--- src/rtl/crc_accum_pkg.sv ---
package crc_accum_pkg;

    localparam int CRC_W    = 32;
    localparam int NARROW_W = 16;
    localparam int LANE_W   = 8;

    localparam logic [CRC_W-1:0] CRC_INIT   = 32'hFFFF_FFFF;
    localparam logic [CRC_W-1:0] GEN_ETH    = 32'h04C1_1DB7;
    localparam logic [CRC_W-1:0] GEN_CAST   = 32'h1EDC_6F41;
    localparam logic [CRC_W-1:0] GEN_NARROW = 32'h0000_1021;

    typedef enum logic [1:0] {
        BEAT_B8   = 2'd0,
        BEAT_B16  = 2'd1,
        BEAT_B32  = 2'd2,
        BEAT_B32X = 2'd3
    } beat_width_e;

    typedef enum logic [1:0] {
        POLY_ETH    = 2'd0,
        POLY_CAST   = 2'd1,
        POLY_NARROW = 2'd2,
        POLY_SPARE  = 2'd3
    } poly_code_e;

    typedef struct packed {
        logic [CRC_W-1:0] gen;
        logic             narrow;
    } poly_cfg_t;

    function automatic poly_cfg_t decode_poly(input poly_code_e code);
        poly_cfg_t cfg;
        case (code)
            POLY_CAST:   begin cfg.gen = GEN_CAST;   cfg.narrow = 1'b0; end
            POLY_NARROW: begin cfg.gen = GEN_NARROW; cfg.narrow = 1'b1; end
            default:     begin cfg.gen = GEN_ETH;    cfg.narrow = 1'b0; end
        endcase
        return cfg;
    endfunction

    // one serial step: MSB-side feedback, register shifts left
    function automatic logic [CRC_W-1:0] bit_step(input logic [CRC_W-1:0] s,
                                                  input logic d,
                                                  input poly_cfg_t cfg);
        logic                fb;
        logic [NARROW_W-1:0] lo;
        logic [CRC_W-1:0]    r;
        if (cfg.narrow) begin
            fb = s[NARROW_W-1] ^ d;
            lo = {s[NARROW_W-2:0], 1'b0} ^ (fb ? cfg.gen[NARROW_W-1:0] : '0);
            r  = {s[CRC_W-1:NARROW_W], lo};
        end else begin
            fb = s[CRC_W-1] ^ d;
            r  = {s[CRC_W-2:0], 1'b0} ^ (fb ? cfg.gen : '0);
        end
        return r;
    endfunction

    // a lane is consumed from its bit 0 upward
    function automatic logic [CRC_W-1:0] lane_step(input logic [CRC_W-1:0] s,
                                                   input logic [LANE_W-1:0] lane,
                                                   input poly_cfg_t cfg);
        logic [CRC_W-1:0] acc;
        acc = s;
        for (int i = 0; i < LANE_W; i++) begin
            acc = bit_step(acc, lane[i], cfg);
        end
        return acc;
    endfunction

endpackage

--- src/rtl/crc_poly_decode.sv ---
module crc_poly_decode
    import crc_accum_pkg::*;
(
    input  logic [1:0] sel,
    output poly_cfg_t  cfg
);

    always_comb begin
        cfg = decode_poly(poly_code_e'(sel));
    end

endmodule

--- src/rtl/crc_beat_update.sv ---
module crc_beat_update
    import crc_accum_pkg::*;
#(
    parameter int DATA_W = 32
) (
    input  logic [CRC_W-1:0]  crc_in,
    input  logic [DATA_W-1:0] data,
    input  logic [1:0]        width,
    input  poly_cfg_t         cfg,
    output logic [CRC_W-1:0]  crc_out
);

    localparam int NLANES  = DATA_W / LANE_W;
    localparam int CNT_W   = $clog2(NLANES + 1);
    localparam int HALF_LN = (NLANES < 2) ? NLANES : 2;

    logic [CNT_W-1:0]              lanes_active;
    logic [NLANES:0][CRC_W-1:0]    chain;

    always_comb begin
        case (beat_width_e'(width))
            BEAT_B8:  lanes_active = CNT_W'(1);
            BEAT_B16: lanes_active = CNT_W'(HALF_LN);
            default:  lanes_active = CNT_W'(NLANES);
        endcase
    end

    assign chain[0] = crc_in;

    // lowest lane first; lanes past the active count pass through
    for (genvar g = 0; g < NLANES; g++) begin : g_lane
        assign chain[g+1] = (CNT_W'(g) < lanes_active)
                          ? lane_step(chain[g], data[g*LANE_W +: LANE_W], cfg)
                          : chain[g];
    end

    assign crc_out = chain[NLANES];

endmodule

--- src/rtl/crc_accum.sv ---
module crc_accum
    import crc_accum_pkg::*;
#(
    parameter int DATA_W = 32
) (
    input  logic              clk,
    input  logic              rst,
    input  logic              crc_clear,
    input  logic              beat_valid,
    input  logic [DATA_W-1:0] beat_data,
    input  logic [1:0]        beat_width,
    input  logic [1:0]        poly_sel,
    output logic [CRC_W-1:0]  crc_value
);

    poly_cfg_t        cfg;
    logic [CRC_W-1:0] crc_q;
    logic [CRC_W-1:0] crc_next;

    crc_poly_decode u_dec (
        .sel (poly_sel),
        .cfg (cfg)
    );

    crc_beat_update #(.DATA_W(DATA_W)) u_upd (
        .crc_in  (crc_q),
        .data    (beat_data),
        .width   (beat_width),
        .cfg     (cfg),
        .crc_out (crc_next)
    );

    always_ff @(posedge clk) begin
        if (rst || crc_clear) begin
            crc_q <= CRC_INIT;
        end else if (beat_valid) begin
            crc_q <= crc_next;
        end
    end

    assign crc_value = crc_q;

    a_r1_clear_to_ones: assert property (@(posedge clk) disable iff (rst)
        crc_clear |=> crc_value == CRC_INIT);

    a_r7_idle_holds: assert property (@(posedge clk) disable iff (rst)
        (!beat_valid && !crc_clear) |=> $stable(crc_value));

    a_r4_upper_half_kept: assert property (@(posedge clk) disable iff (rst)
        (beat_valid && !crc_clear && poly_sel == 2'd2)
        |=> crc_value[CRC_W-1:NARROW_W] == $past(crc_value[CRC_W-1:NARROW_W]));

    a_r9_clear_beats_valid: assert property (@(posedge clk) disable iff (rst)
        (crc_clear && beat_valid) |=> crc_value == CRC_INIT);

endmodule

--- config.mk ---
export PLATFORM = sky130hd
export DESIGN_NAME = crc_accum
export DESIGN_NICKNAME = d
export VERILOG_FILES = /design/src/rtl/crc_accum_pkg.sv /design/src/rtl/crc_poly_decode.sv /design/src/rtl/crc_beat_update.sv /design/src/rtl/crc_accum.sv
export SDC_FILE = /design/constraint.sdc
export NUM_CORES = 1
export LEC_CHECK = 0
export ABC_AREA = 0
export BUFFER_PORTS_ARGS = -buffer_cell sky130_fd_sc_hd__buf_2
export CORE_ASPECT_RATIO = 0.8
export CORE_UTILIZATION = 46
export CTS_CLUSTER_SIZE = 8
export DETAILED_ROUTE_END_ITERATION = 7
export PLACE_DENSITY = 0.71
export SYNTH_ARGS = -nofsm -noshare
export SYNTH_HDL_FRONTEND = slang
export SYNTH_SLANG_ARGS = --single-unit
export TNS_END_PERCENT = 30
--- constraint.sdc ---
create_clock -name clk -period 11.76 [get_ports clk]
set_clock_uncertainty 0.1 [all_clocks]
set_input_delay 0.588 -clock clk [delete_from_list [all_inputs] [get_ports clk]]
set_output_delay 0.588 -clock clk [all_outputs]
set_load 0.02 [all_outputs]
==> After elaboration in Yosys (flattened, before gate mapping) <==
Cells that the tools add are included.
{ "totals": {"out_inout_bits": 32, "register_bits": 32} }
{ "classes": {"n_mux": 102, "bitwise_logic": 128, "order_cmp": 4, "n_reduce_logical": 2, "n_eq_ne": 3} }
{ "op_table": {"columns": ["operator", "n"], "rows": [
  ["$mux 32", 36],
  ["$xor 32x32->32", 32],
  ["$mux 29", 32],
  ["$mux 16", 32],
  ["$xor 16x16->16", 32],
  ["$xor 1x1->1", 64],
  ["$pmux 30 s2", 1],
  ["$lt 1x3->1 const A", 2],
  ["$lt 2x3->1 const A", 2],
  ["$pmux 3 s2", 1],
  ["$eq 2x1->1 const B", 2],
  ["$eq 2x2->1 const B", 1],
  ["$logic_not 2->1", 1],
  ["$logic_or 1x1->1", 1]
]} }

==> Longest topological paths before layout <==
{ "depth": {"word_depth": 133, "depth_mapped": 51} }

==> Hierarchy <==
From an unflattened synthesis, not the netlist that was laid out.
{ "hier_totals": {"cells_unflattened": 4230, "hier_area_um2": 27650.3} }
{ "modules_own_cells": {"columns": ["module", "instances", "cells_per_inst", "area_each_um2"], "rows": [
  ["crc_beat_update", 1, 4088, 26211.4],
  ["crc_accum", 1, 104, 1156.1],
  ["crc_poly_decode", 1, 38, 282.8]
]} }

==> Worst setup path before layout <==
Ideal clock, no wire load.
{ "synth_timing": {"path_kind": "in2reg", "start": "input port poly_sel[0]", "end": "register crc_q[7], in the netlist crc_value[7]", "path_stages": 44, "t_arrival_ps": 12207, "path_slack_ps": -688, "setup_time_ps": 141, "cell_sequence": "inv_1 ha_1 buf_4 mux2i_1 a31o_1 nor3_2 a211o_2 xnor3_2 xnor2_4 xnor3_1 a31oi_1 nand2_2 xnor3_1 xnor2_4 a21oi_4 xnor3_1 mux2_1 a211o_1 [8 not listed] clkbuf_1 nor4bb_1 nor4_1 o2111ai_1 and3b_1 o211a_1 o31ai_2 xor2_1 or4_1 a31oi_4 xnor3_1 nand4_1 mux2i_1 a2111oi_4 xnor3_1 nand2_1 xnor2_1 o211ai_1"} }
{ "synth_between": {"elab_chain_len": 131, "elab_cells_between_ends": 229} }
{ "synth_rtl": {"columns": ["item", "line_no", "text"], "rows": [
  ["start: declaration", "crc_accum.sv:12", "input logic [1:0] poly_sel,"],
  ["$eq 2x2->1 or $eq 2x1->1 (tied branches)", "crc_accum_pkg.sv:33", "case (code)"],
  ["$pmux 30 s2 *", "crc_accum_pkg.sv:33", null],
  ["$mux 29, or another cell as far along", "crc_accum_pkg.sv:54", "r = {s[CRC_W-2:0], 1'b0} ^ (fb ? cfg.gen : '0);"],
  ["$xor 32x32->32, or another cell as far along", "crc_accum_pkg.sv:54", null],
  ["$mux 32, or another cell as far along", "crc_accum_pkg.sv:48", "if (cfg.narrow) begin"],
  ["$xor 32x32->32 or $xor 16x16->16 (tied branches)", "crc_accum_pkg.sv:54, crc_accum_pkg.sv:50", null],
  ["$mux 32", "crc_accum_pkg.sv:48", null],
  ["$xor 1x1->1", "crc_accum_pkg.sv:49", "fb = s[NARROW_W-1] ^ d;"],
  ["[115 not listed]", null, null],
  ["$mux 16", "crc_accum_pkg.sv:50", "lo = {s[NARROW_W-2:0], 1'b0} ^ (fb ? cfg.gen[NARROW_W-1:0] : '0);"],
  ["$xor 16x16->16", "crc_accum_pkg.sv:50", null],
  ["$mux 32", "crc_accum_pkg.sv:48", null],
  ["$xor 1x1->1", "crc_accum_pkg.sv:49", null],
  ["$mux 16", "crc_accum_pkg.sv:50", null],
  ["$xor 16x16->16", "crc_accum_pkg.sv:50", null],
  ["$mux 32", "crc_accum_pkg.sv:48", null],
  ["$mux 32 *", "crc_beat_update.sv:33", "? lane_step(chain[g], data[g*LANE_W +: LANE_W], cfg)"],
  ["end signal: assignment", "crc_accum.sv:37", "crc_q <= crc_next;"],
  ["end: declaration", "crc_accum.sv:17", "logic [CRC_W-1:0] crc_q;"]
]} }
Mark *: on every way between the ends. The rest lies on a longest branch, timed or not.
A chain may end at the register's enable or synchronous reset.

==> Worst setup path in the final report <==
{ "layout_timing": {"start": "input port poly_sel[0]", "end": "register crc_q[9], in the netlist crc_value[9]"} }
The elaborated chain is that of the path after synthesis.

==> results.ini <==
[worst_setup_path]
critPathLaunch = poly_sel[0]
arrival_ps = 11930
required_ps = 11810
timing.rr.end = crc_value[9]
crit_path_end = crc_value[9]
critical_path.top_delay_family = XOR/XNOR gates
path_class = primary input to register
r2r-start = crc_value[15]
reg2reg_depth = 48
critPathBufInv = 11
critPathMaxFanout = 9
cp_slowest_cell = xor3_2
crit_path_start_kind = primary input
slowest_delay_ps = 580
worst_setup_path_end_kind = register
crit_top_cell = buf_4
cp.depth = 50
r2r_slack_ps = 30

[placement]
port_buffers = 71
dp_hpwl_um = 67700
place.gp.congestion = 1.00
preCtsSetupSlack_ps = -616

[yosys]
yosysMostFrequentCell = xnor2_1
synth-edff-count = 0
yosysWarnings = 0
synth.avg_cell_area_um2 = 7.04
synth_top_area_share_pct = 20.9
ys.flop_type = dfxtp_1
synthAdderAreaFrac_pct = 0.283
synth_compound_area_share_pct = 24.5
synthArstFlopShare_pct = 0
synth_area_leaders = xnor2_1 21%, xnor3_1 6.6%, nand2_1 5.7%, nor2_1 5.6%, xor2_1 5.6%
yosys.cell_types.count = 111
yosys.area.top_type = xnor2_1
synth-seq-cells = 32
synth_nets = 2556
synth_cells = 2512
synth_top_family_by_area = XOR/XNOR gates
yosys-mux-area-fraction_pct = 5.81
netlist_top_cells_count = 423 x xnor2_1, 271 x nand2_1, 266 x nor2_1
synth-simple-area-share_pct = 25.3
synthXorXnorAreaFrac_pct = 35.7
synth.cell_area_um2 = 17700
synth-seq-area-share_pct = 3.62

[clock_network]
clock-sinks = 32
root_buffer = clkbuf_16
htreeDepth = 2
clock_path_buffers = 2
hold_buffers = 0
cts_tree = built
clk_latency_ps = 280
cts_buffers = 5
clk_pin_slew_ps = 50

[floorplanning]
rows = 63
die_h_um = 177
initial_core_util_pct = 47.3
die_w_um = 221
die_area_um2 = 39300
core_region_area_um2 = 37400
ioPinCount = 72

[sta]
period_needed_ps = 11880
max_slew.worst_pin.slew_ps = 1130
rsz0062_at_grt = true
fmax_mhz = 84.2
worst_slack_ps = -122
setup-violations-final = 14
setup_tns_ps = -707
period_share_pct = 101
slew_headroom_pct = 24.4
hold_viol = 0
slew_viol_final = 0

[routing]
vias = 22738
wl_per_cell_um = 24.7
routed_wl_um = 87900
drt-pass1-iter-count = 6
antenna_left = 0
drc = 0
drt-initial-drc-count = 3028
via_per_inst = 6.38

[global_route]
antenna_found_initial = 1
top_usage_layer = met2
grt_usage_pct = 42.4
overflow = 0
use_met2_pct = 64.7
grt_max_degree = 94
grt_pass1_vias = 20717
use_met3_pct = 8.81
grt_use_met1_pct = 58.0
grt_pass1_wl_um = 127000

[finish]
drive_above_1_share_pct = 34.3
fillers = 3334
antennaDiodeCount = 0
syn_to_final_growth_pct = 40.2
final_nets = 3120
largest_register_ff_count = 32

[min_path]
hp-class = register to register

[job]
maxCapViolations = 0

[outcome]
violations = negative setup slack
outcome = finished with violations

-- metrics by stage --
step	util (%)	std cells	instance area, µm²	hold WS, ps
after floorplan	-	2512	17900	485
after global placement	60.8	3490	22800	386
after detailed placement	60.8	3490	22800	398
after CTS	62.6	3526	23500	412
after global routing	66.2	3564	24800	451
final	66.2	3564	24800	424
-- worst min-delay path by stage --
stage,startpoint,end,slack (ps),cells after the start
2_1_floorplan,crc_value[1],crc_value[1],480,2
3_3_place_gp,crc_value[21],crc_value[21],390,2
3_5_place_dp,crc_value[21],crc_value[21],400,2
4_1_cts,crc_value[21],crc_value[21],410,2
5_1_grt,crc_value[21],crc_value[21],450,2
6_report,crc_value[21],crc_value[21],420,2
-- worst reg2reg max path, delay by kind of cell, from the launching register on --
| kind | cells | cell delay [ps] |
|---|---|---|
| xor+xnor | 16 | 4850 |
| compound gates | 13 | 3130 |
| buf+inv | 10 | 1640 |
| mux | 4 | 650 |
| flops | 1 | 640 |
| simple gates | 5 | 630 |
-- area by class of cell --
class	count	area [µm²]	area share (%)
Multi-Input combinational cell	2257	17700	71.3
Timing Repair Buffer	747	5590	22.5
Sequential cell	32	641	2.58
Tap cell	487	609	2.46
Inverter	33	131	0.530
Clock buffer	5	125	0.504
Clock inverter	3	18.8	0.0757
-- kinds of logic after synthesis --
| logic type | Yosys count |
|---|---|
| adder cells (fa/ha/maj) | 4 |
| AO/OA/AOI/OAI | 606 |
| AND/OR/NAND/NOR | 942 |
| flip-flops | 32 |
| multiplexers | 96 |
| XOR/XNOR | 609 |
| buffers and inverters | 223 |
-- metal layers --
layer / vias up / wire (µm)
met4: 2 / 4100
met3: 279 / 10800
li1: 10122 / -
met5: - / 13
met1: 10848 / 36000
met2: 1487 / 37100
-- what timing repair did --
item | 4_1_cts | 5_1_grt
buffers inserted | 28 | 40
setup endpoints to repair | 19 | 31
gates resized for setup | 69 | 190
pin swaps | 37 | 76
-- placed cells by master, fill, tap and decap left out, drive strengths merged, types with 12 or more instances in the layout --
master	n
o31a	13
nand4	21
o22ai	13
mux2i	73
xnor3	54
a21oi	116
dfxtp	32
a211oi	42
and3	27
nor2b	12
nor3	80
o211ai	37
or3	27
a21o	18
nor2	266
a211o	14
a221oi	14
o2111ai	14
inv	29
xnor2	433
o21a	25
buf	747
nand2b	29
and2	23
nor4	36
o21ai	127
mux2	21
o31ai	21
a31oi	23
or2	25
nand2	272
a2111oi	13
xor2	114
nand3	76
Power is not shown: default switching activity piles up to over one toggle a cycle in this logic, so the estimate is an artifact.
